==> config.mk <==
export PLATFORM = sky130hd
export DESIGN_NAME = iso_cycle_timer
export DESIGN_NICKNAME = d
export VERILOG_FILES = /design/src/rtl/iso_cycle_timer.sv
export SDC_FILE = /design/constraint.sdc
export NUM_CORES = 1
export LEC_CHECK = 0
export BUFFER_PORTS_ARGS = -buffer_cell sky130_fd_sc_hd__buf_2
export CORE_UTILIZATION = 40
export CTS_BUF_LIST = sky130_fd_sc_hd__clkbuf_16
export DETAILED_ROUTE_END_ITERATION = 10
export GPL_TIMING_DRIVEN = 0
export PLACE_DENSITY = 0.74
export SYNTH_ARGS = -nofsm -noshare
export SYNTH_HDL_FRONTEND = slang
export SYNTH_SLANG_ARGS = --single-unit
==> constraint.sdc <==
create_clock -name clk -period 2.6 [get_ports clk]
set_input_delay 0.39 -clock clk [delete_from_list [all_inputs] [get_ports clk]]
set_output_delay 0.39 -clock clk [all_outputs]
set_load 0.01 [all_outputs]
==> src/rtl/iso_cycle_timer.sv <==
module iso_cycle_timer #(
  parameter int OFF_W   = 12,
  parameter int CYC_W   = 13,
  parameter int SEC_W   = 7,
  parameter int OFF_MOD = 3072,
  parameter int CYC_MOD = 8000,
  localparam int TW = OFF_W + CYC_W + SEC_W
) (
  input  logic          clk,
  input  logic          rst_n,
  input  logic          ext_src,
  input  logic          enable,
  input  logic          cycle_in,
  input  logic          cs_valid,
  input  logic [TW-1:0] cs_value,
  input  logic          wr_en,
  input  logic [TW-1:0] wr_data,
  output logic [TW-1:0] rd_data,
  output logic          cycle_out
);
  logic [OFF_W-1:0] off;
  logic [CYC_W-1:0] cyc;
  logic [SEC_W-1:0] sec;
  logic [2:0]       sync;

  wire in_rise  = sync[1] & ~sync[2];
  wire cs_take  = cs_valid & ~ext_src;
  wire off_last = off >= OFF_W'(OFF_MOD - 1);
  wire cyc_last = cyc >= CYC_W'(CYC_MOD - 1);
  wire bump     = ext_src ? in_rise : off_last;

  always_ff @(posedge clk) begin
    if (!rst_n) sync <= '0;
    else        sync <= {sync[1:0], cycle_in};
  end

  always_ff @(posedge clk) begin
    if (!rst_n) begin
      off <= '0;
      cyc <= '0;
      sec <= '0;
      cycle_out <= 1'b0;
    end else begin
      cycle_out <= 1'b0;
      if (cs_take) begin
        {sec, cyc, off} <= cs_value;
      end else if (wr_en) begin
        {sec, cyc, off} <= wr_data;
      end else if (enable) begin
        off <= (bump || off_last) ? '0 : off + OFF_W'(1);
        if (bump) begin
          cycle_out <= 1'b1;
          cyc <= cyc_last ? '0 : cyc + CYC_W'(1);
          if (cyc_last) sec <= sec + SEC_W'(1);
        end
      end
    end
  end

  assign rd_data = {sec, cyc, off};
endmodule

==> results of run 1 <==
layout by cell type (no fill, tap or decap), drive strengths merged, types with 3 or more instances in the layout:
cell type,n
a211oi,3
a21oi,34
a221o,3
a221oi,3
a22oi,3
a31o,3
a31oi,11
and2,3
and3,11
buf,111
clkbuf,16
dfxtp,36
ha,3
inv,10
nand2,49
nand2b,4
nand3,19
nand4,4
nor2,28
nor3,7
o211ai,11
o21ai,26
o22ai,7
o31ai,3
xnor2,3
worst max-delay path, stage by stage (launching register included):
cell      delay [ns]
dfxtp_1         0.40
ha_1            0.29
nand4_2         0.20
nor4_4          0.39
o22ai_2         0.27
nor2_4          0.17
buf_6           0.16
o211ai_2        0.10
a21oi_2         0.11
layer usage:
layer  up-vias  track usage
met5         -            0
met4         0        0.145
met3        26       0.0386
met2       191        0.447
met1      1449        0.341
li1       1462            -
registers in the layout, indices dropped and copies added, names as in the netlist:
signal,flops
cyc,13
cycle_out,1
sync,3
off,12
sec,7
through the flow:
stage | setup WS [ns] | power (mW) | cell area [µm²] | std cells | util
2_1_floorplan | 0.665 | 0.901 | 2450 | 333 | -
3_3_place_gp | 0.502 | 1.06 | 3050 | 510 | 0.515
3_5_place_dp | 0.462 | 1.07 | 3050 | 510 | 0.515
4_1_cts | 0.446 | 1.63 | 3180 | 517 | 0.538
5_1_grt | 0.305 | 1.70 | 3180 | 517 | 0.538
6_report | 0.437 | 1.64 | 3180 | 517 | 0.538
cells by family (layout without fill, tap and decap cells):
logic type               after synthesis  count (layout)  synth area share
adder cells (fa/ha/maj)                3               3            0.0153
AO/OA/AOI/OAI                        125             125             0.349
multiplexers                           1               1           0.00409
AND/OR/NAND/NOR                      134             134             0.266
flip-flops                            36              36             0.295
buffers and inverters                 29             138            0.0527
XOR/XNOR                               5               5            0.0179
synth_stat cells (3+ instances only):
library cell,n,area [µm²]
o31ai_1,3,22.5
o211ai_1,8,60.1
and3_1,11,68.8
inv_1,9,33.8
a211oi_1,3,22.5
o211ai_2,3,37.5
nand2b_1,4,25.0
nand3_1,19,95.1
a31oi_1,10,62.6
buf_2,7,35.0
a221o_1,3,30.0
o22ai_1,6,37.5
o21ai_1,4,20.0
o21ai_0,21,105
nand2_1,48,180
nor3_1,7,35.0
ha_1,3,37.5
a21oi_1,32,160
clkbuf_1,11,41.3
a31o_2,3,26.3
dfxtp_1,36,721
and2_1,3,18.8
nor2_1,27,101
xnor2_1,3,26.3
nand4_1,3,18.8
a22oi_1,3,22.5
final timing paths:
check           start       to  slack, ns
max            off[0]   sec[0]       0.44
min          cycle_in  sync[0]       0.34
max reg2reg    off[0]   sec[0]       0.44
min reg2reg   sync[0]  sync[1]       0.44
final cells by class:
| class | count | area share |
|---|---|---|
| plain buffers | 20 | 0.0299 |
| clock buffers | 5 | 0.0393 |
| clock inverters | 2 | 0.00275 |
| inverters | 9 | 0.0106 |
| multi-input cells | 268 | 0.501 |
| flip-flops and latches | 36 | 0.226 |
| well taps | 75 | 0.0295 |
| repair buffers | 102 | 0.160 |
power by group through the flow:
| stage | registers (mW) | logic [mW] | clock network, mW |
|---|---|---|---|
| after floorplan | 0.675 | 0.226 | 0 |
| after global placement | 0.665 | 0.395 | 0 |
| after detailed placement | 0.667 | 0.401 | 0 |
| after CTS | 0.656 | 0.404 | 0.571 |
| after global routing | 0.664 | 0.449 | 0.591 |
| final | 0.658 | 0.408 | 0.570 |
==> results.ini, run 1 <==
[outcome]
status=finished clean

[finish]
fill_cells=596
regArea_um2=721
drive_above_1_share=0.308
multi_input_area_mm2=0.00160
fin_nets=516
diodes=0
area_delta_synth_final_pct=30.2

[route]
met1_length_um=3590
finalWirelength_um=8680
met3_length_um=780
antenna_left=0
drc=0
drtPass1Iterations=5
wire_per_inst_um=16.8
met2_length_um=4070
drtIter0Drc=247
viasPerCell=6.05
vias=3128
dr.max_layer_used=met4

[worst_setup_path]
critical_path_class=reg -> reg
worstPathRequired_ns=2.81
ff2ff_path_depth=8
crit_path_end_kind=flop
start_kind=flop
critPathMaxFanout=10
critPathArrivalTime_ns=2.37

[logic_synthesis]
async_flop_share=0
syn_area_mm2=0.00245
ys_types=61
synth-main-ff-cell=dfxtp_1
yosys_warnings=0
post_synth.cell_area_avg_um2=7.35
synth-seq-cells=36
syn_nets=407
synthCells=333
ys_seq_area_frac=0.295
synth-edff-count=0

[clock_tree]
postCtsSetupBuffers=0
cts_made_buffers=5
clk_latency_ns=0.28
clkTransAtPathRegs_ns=0.06
clock_sinks=36
cts_resized=0
clock_path_buffers=2
ctsHoldBuffers=0
clockRootBuffer=clkbuf_16
cts_max_level=2
cts_tree=built

[flow_run]
drv_cap=0

[power]
p_int_mw=1.12
p_comb_frac=0.249
switching_share=0.317
clkPwrFrac=0.349
p_sw_uw=518
p_seq_frac=0.402
ir_drop_mv=0.254
leakage_nw=1.39
p_per_area_mw_per_mm2=514

[sta]
fin_crit_ns=2.16
final-setup-viol-count=0
hold_slack_ns=0.338
finalHoldViolCount=0
skew_ns=0.00588
final_max_slew_viol_count=0
rsz0062_at_grt=false
tns_ns=0
tightest_slew_ns=0.662
max_slew_margin=0.559
max_freq_mhz=462
period_share=0.832

[floorplan]
ios=104
rows=28
dieHeight_um=80.2
die_x_um=80.2
dieArea_mm2=0.00643
initial_core_util=0.413
core_mm2=0.00592

[min_path]
whs_path_depth=2
hold_path.class=in -> reg

[grt]
grt_pass1_vias=2862
grt_pass1_wl_um=13500
antenna_found_initial=0
grt_util_all_layers=0.272
grt_overflow=0
grt_max_degree=11

[place]
numPortBuffers=102
routabilityCongestion=0.918
dp_hpwl_um=6400

(Power assumes the default switching activity.)
==> run 2: changes to the inputs <==
--- a/config.mk
+++ b/config.mk
@@ -10,7 +10,7 @@
 export CTS_BUF_LIST = sky130_fd_sc_hd__clkbuf_16
 export DETAILED_ROUTE_END_ITERATION = 10
 export GPL_TIMING_DRIVEN = 0
-export PLACE_DENSITY = 0.74
+export PLACE_DENSITY = 0.77
 export SYNTH_ARGS = -nofsm -noshare
 export SYNTH_HDL_FRONTEND = slang
 export SYNTH_SLANG_ARGS = --single-unit
==> constraint.sdc (replaced) <==
create_clock -name clk -period 1.9 [get_ports clk]
set_input_delay 0.285 -clock clk [delete_from_list [all_inputs] [get_ports clk]]
set_output_delay 0.285 -clock clk [all_outputs]
set_load 0.01 [all_outputs]
==> run 2 against run 1 <==
Net effect: first-iteration DRC count is 29% higher; clock skew is 0.0027 ns lower; cell area is 9.5% higher; global-route usage is 1.3 points higher; sequential cell count stayed put; clock-buffer cell count stayed put; fmax is 16% higher; core utilization is 5.1 points higher; sequential power is 40% higher; die area stayed put; worst hold slack worse by 0.12 ns; combinational power is 60% higher; critical path type unchanged; largest cell class unchanged.
==> results.ini, run 2 (synthesis results as in run 1) <==
[route]
drtIter0Drc=318
met2_length_um=4370
drtPass1Iterations=5
drc=0
met3_length_um=1030
wire_per_inst_um=18.1
antenna_left=0
viasPerCell=6.27
met1_length_um=3810
finalWirelength_um=9550
dr.max_layer_used=met4
vias=3313

[grt]
grt_overflow=0
grt_max_degree=11
grt_pass1_vias=2931
antenna_found_initial=0
grt_pass1_wl_um=14200
grt_util_all_layers=0.285

[floorplan]
initial_core_util=0.413
dieHeight_um=80.2
dieArea_mm2=0.00643
rows=28
core_mm2=0.00592
ios=104
die_x_um=80.2

[finish]
drive_above_1_share=0.366
fin_nets=526
top_register=cyc
regArea_um2=733
reg_top3=cyc x13, off x12, sec x7
fill_cells=519
final_common_cell=buf_2
mostFrequentLayoutCells=buf_2, nand2_1, a21oi_1
diodes=0
area_delta_synth_final_pct=42.6
largest_reg_flops=13
multi_input_area_mm2=0.00175

[sta]
final-setup-viol-count=0
skew_ns=0.00316
fin_crit_ns=1.86
period_share=0.980
final_max_slew_viol_count=0
tightest_slew_ns=0.699
layout_setup_ws_ns=0.0379
finalHoldViolCount=0
max_slew_margin=0.534
max_freq_mhz=537
rsz0062_at_grt=true

[worst_setup_path]
critPathArrivalTime_ns=2.01
critPathMaxFanout=6
rrSetupSlack_ns=0.04
timing.rr.start=off[0]
start_kind=flop
critical_path_class=reg -> reg
worstReg2RegEnd=off[3]
worstPathRequired_ns=2.05
crit_path_end_kind=flop
ff2ff_path_depth=8

[power]
switching_share=0.328
power.total_mw=2.37
p_comb_frac=0.275
p_per_area_mw_per_mm2=679
ir_drop_mv=0.371
leakage_nw=1.48
p_seq_frac=0.388
clkPwrFrac=0.338
p_int_mw=1.59
p_sw_uw=777

[min_path]
min_from=cycle_in
hold_path.class=in -> reg
min_to=sync[0]
whs_path_depth=2

[clock_tree]
cts_max_level=2
ctsHoldBuffers=0
cts_tree=built
clkTransAtPathRegs_ns=0.06
cts_made_buffers=5
clk_latency_ns=0.28
clock_path_buffers=2
clock_sinks=36
clockRootBuffer=clkbuf_16

[place]
routabilityCongestion=0.906
place_ws_ns=-0.109
dp_hpwl_um=6370
numPortBuffers=102

[outcome]
status=finished clean

[flow_run]
drv_cap=0

[run 2: what timing repair did]
action,in CTS,in global routing
pin swaps,0,9
gates resized for setup,8,32
cloned,0,1
endpoints found under the setup margin,24,26
setup buffers,0,10
[run 2: power groups by stage]
| stage | combinational (mW) | clock [mW] | sequential, mW |
|---|---|---|---|
| after detailed placement | 0.550 | 0 | 0.913 |
| final | 0.651 | 0.800 | 0.918 |
| after floorplan | 0.309 | 0 | 0.924 |
| after global routing | 0.703 | 0.820 | 0.926 |
| after CTS | 0.559 | 0.783 | 0.901 |
| after global placement | 0.539 | 0 | 0.911 |
[run 2: routing by layer]
metal	global-route usage	up-vias
li1	-	1486
met1	0.371	1542
met2	0.462	243
met3	0.0489	42
met4	0.114	0
met5	0	-
[run 2: final cells by class]
type | count | share of cell area
clock inverters | 3 | 0.00323
well taps | 75 | 0.0269
inverters | 9 | 0.00968
repair buffers | 113 | 0.183
plain buffers | 19 | 0.0287
clock buffers | 5 | 0.0359
multi-input cells | 268 | 0.502
flip-flops and latches | 36 | 0.210
[run 2: worst max-delay path, stage by stage, from the launching register on]
cell and delay, ns:
dfxtp_4 0.38, ha_4 0.16, nand4_4 0.13, nor4_4 0.26, buf_6 0.17, nor2_4 0.05
a221o_1 0.35, a22oi_2 0.15, nor2_1 0.06
[run 2: metrics by stage]
stage | cell area [µm²] | hold slack, ns | TNS [ns] | instances | utilization
floorplan | 2450 | 0.412 | 0 | 333 | -
global route | 3490 | 0.227 | -0.242 | 528 | 0.589
CTS | 3210 | 0.218 | 0 | 518 | 0.542
global placement | 3050 | 0.424 | -0.477 | 510 | 0.516
detailed placement | 3050 | 0.424 | -1.27 | 510 | 0.516
finish | 3490 | 0.215 | 0 | 528 | 0.589
[run 2: worst max path at each step]
stage | slack [ns] | from | endpoint | cells past startpoint
finish | 0.04 | off[0] | off[3] | 8
global route | -0.06 | off[0] | off[3] | 8
CTS | 0.007 | cyc[1] | cyc[7] | 8
detailed placement | -0.11 | off[0] | off[9] | 7
global placement | -0.09 | off[0] | off[9] | 7
floorplan | 0.02 | off[0] | off[9] | 7
==> run 3: changes to the inputs <==
--- a/config.mk
+++ b/config.mk
@@ -6,10 +6,12 @@
 export NUM_CORES = 1
 export LEC_CHECK = 0
 export BUFFER_PORTS_ARGS = -buffer_cell sky130_fd_sc_hd__buf_2
+export CAP_MARGIN = 20
 export CORE_UTILIZATION = 40
 export CTS_BUF_LIST = sky130_fd_sc_hd__clkbuf_16
 export DETAILED_ROUTE_END_ITERATION = 10
 export GPL_TIMING_DRIVEN = 0
+export MAX_ROUTING_LAYER = met4
 export PLACE_DENSITY = 0.77
 export SYNTH_ARGS = -nofsm -noshare
 export SYNTH_HDL_FRONTEND = slang
==> run 3 against run 2 <==
Net effect: core utilization decreased by 2.5 points; wire length decreased by 6.2%; sequential power decreased by 0.7%; final cell count fell by 0.38%; non-clock buffer count down 2; die area did not move; critical path type unchanged; combinational power is 7.5% lower; sequential share of layout area increased by 0.95 points.
==> results.ini, run 3 (synthesis results as in run 1) <==
[finish]
final_common_cell=buf_2
top_register=cyc
mostFrequentLayoutCells=buf_2, nand2_1, a21oi_1
design_area_mm2=0.00334
fin_nets=524
area_delta_synth_final_pct=36.7
fill_cells=561
drive_above_1_share=0.350
reg_top3=cyc x13, off x12, sec x7
largest_reg_flops=13
fin_cells=526
diodes=0

[power]
p_seq_frac=0.396
clkPwrFrac=0.342
p_comb_frac=0.262
p_int_mw=1.56
switching_share=0.321
p_per_area_mw_per_mm2=688
ir_drop_mv=0.394
p_sw_uw=739
leakage_nw=1.44

[sta]
max_slew_margin=0.537
fin_crit_ns=1.86
hold_slack_ns=0.210
finalHoldViolCount=0
tns_ns=0
final-setup-viol-count=0
max_freq_mhz=537
layout_setup_ws_ns=0.0373
period_share=0.980
final_max_slew_viol_count=0
tightest_slew_ns=0.694
skew_ns=0.00501
rsz0062_at_grt=true

[worst_setup_path]
slowest_stage=a31oi_2
crit_path_end_kind=flop
path_depth=7
path_buf_inv=0
worstReg2RegEnd=cyc[4]
critical_path_class=reg -> reg
cp_top_family=compound AO/OA/AOI/OAI gates
start_kind=flop
slowest_delay_ns=0.43
rrSetupSlack_ns=0.04
timing.rr.start=cyc[0]
critPathMaxFanout=7
path_cells=ha_4, a21oi_1, o21ai_2, a31oi_2, nand2_1, o31a_1, o22ai_1
ff2ff_path_depth=7
critPathArrivalTime_ns=2.07
worstPathRequired_ns=2.11

[clock_tree]
clockRootBuffer=clkbuf_16
clk_latency_ns=0.29
cts_max_level=2
cts_made_buffers=5
clkTransAtPathRegs_ns=0.06
cts_tree=built
clock_sinks=36
ctsHoldBuffers=0
clock_path_buffers=2

[route]
drtIter0Drc=271
drc=0
finalWirelength_um=8960
viasPerCell=6.02
vias=3164
wire_per_inst_um=17.0
antenna_left=0
drtPass1Iterations=5

[min_path]
whs_path_depth=2
hold_path.class=in -> reg
min_from=cycle_in
min_to=sync[0]

[floorplan]
core_mm2=0.00592
initial_core_util=0.413
rows=28
die_x_um=80.2
dieHeight_um=80.2
ios=104
dieArea_mm2=0.00643

[place]
placed_area_mm2=0.00305
dp_cells=510
numPortBuffers=102
dp_hpwl_um=6440
routabilityCongestion=0.911
place_ws_ns=-0.121

[grt]
grt_overflow=0
grt_pass1_wl_um=14100
grt_max_degree=11
antenna_found_initial=0
grt_util_all_layers=0.296
grt_pass1_vias=2933

[outcome]
status=finished clean

[flow_run]
drv_cap=0

run 3: cell count changes in the layout (fill, tap and decap cells not counted), sizes merged:
cell and change:
buf -1, clkbuf -1
run 3: power by group through the flow:
stage	combinational, mW	clock, mW	sequential, mW
CTS	0.565	0.796	0.905
global route	0.663	0.813	0.920
floorplan	0.309	0	0.924
global placement	0.541	0	0.910
detailed placement	0.552	0	0.914
finish	0.602	0.787	0.912
run 3: cell type report:
type	count	area, µm²	area share
sequential	36	734	0.220
buffer	19	96.3	0.0288
clock buffer	5	125	0.0374
tap	75	93.8	0.0281
inverter	9	33.8	0.0101
clock inverter	3	11.3	0.00337
multi-input combinational	268	1670	0.500
timing repair buffer	111	578	0.173
run 3: worst max path at each step:
stage | from | to | slack, ns
floorplan | off[0] | off[9] | 0.02
global placement | off[0] | off[9] | -0.09
detailed placement | off[0] | sec[4] | -0.12
CTS | cyc[1] | cyc[7] | 0.01
global route | cyc[0] | cyc[4] | -0.11
finish | cyc[0] | cyc[4] | 0.04
run 3: repair_timing:
action / 4_1_cts / 5_1_grt
setup buffers: 1 / 8
gates cloned: 0 / 0
pin swaps: 1 / 5
endpoints found under the setup margin: 25 / 28
gates resized for setup: 13 / 12
run 3: layer usage:
| layer | GRT usage | share of wire | up-vias |
|---|---|---|---|
| met3 | 0.0614 | 0.086 | 31 |
| li1 | - | - | 1481 |
| met4 | 0.155 | 0.037 | 0 |
| met1 | 0.374 | 0.43 | 1454 |
| met2 | 0.444 | 0.44 | 198 |
| met5 | - | 0 | - |
run 3: per-stage QoR:
step	total power, mW	util
after floorplan	1.23	-
after global placement	1.45	0.516
after detailed placement	1.47	0.516
after CTS	2.27	0.549
after global routing	2.40	0.565
final	2.30	0.565
run 3: worst register-to-register path, cell delays in order, from the launching register on:
cell and delay [ns]:
dfxtp_2 0.36, ha_4 0.20, a21oi_1 0.15, o21ai_2 0.12, a31oi_2 0.43, nand2_1 0.14
o31a_1 0.26, o22ai_1 0.13
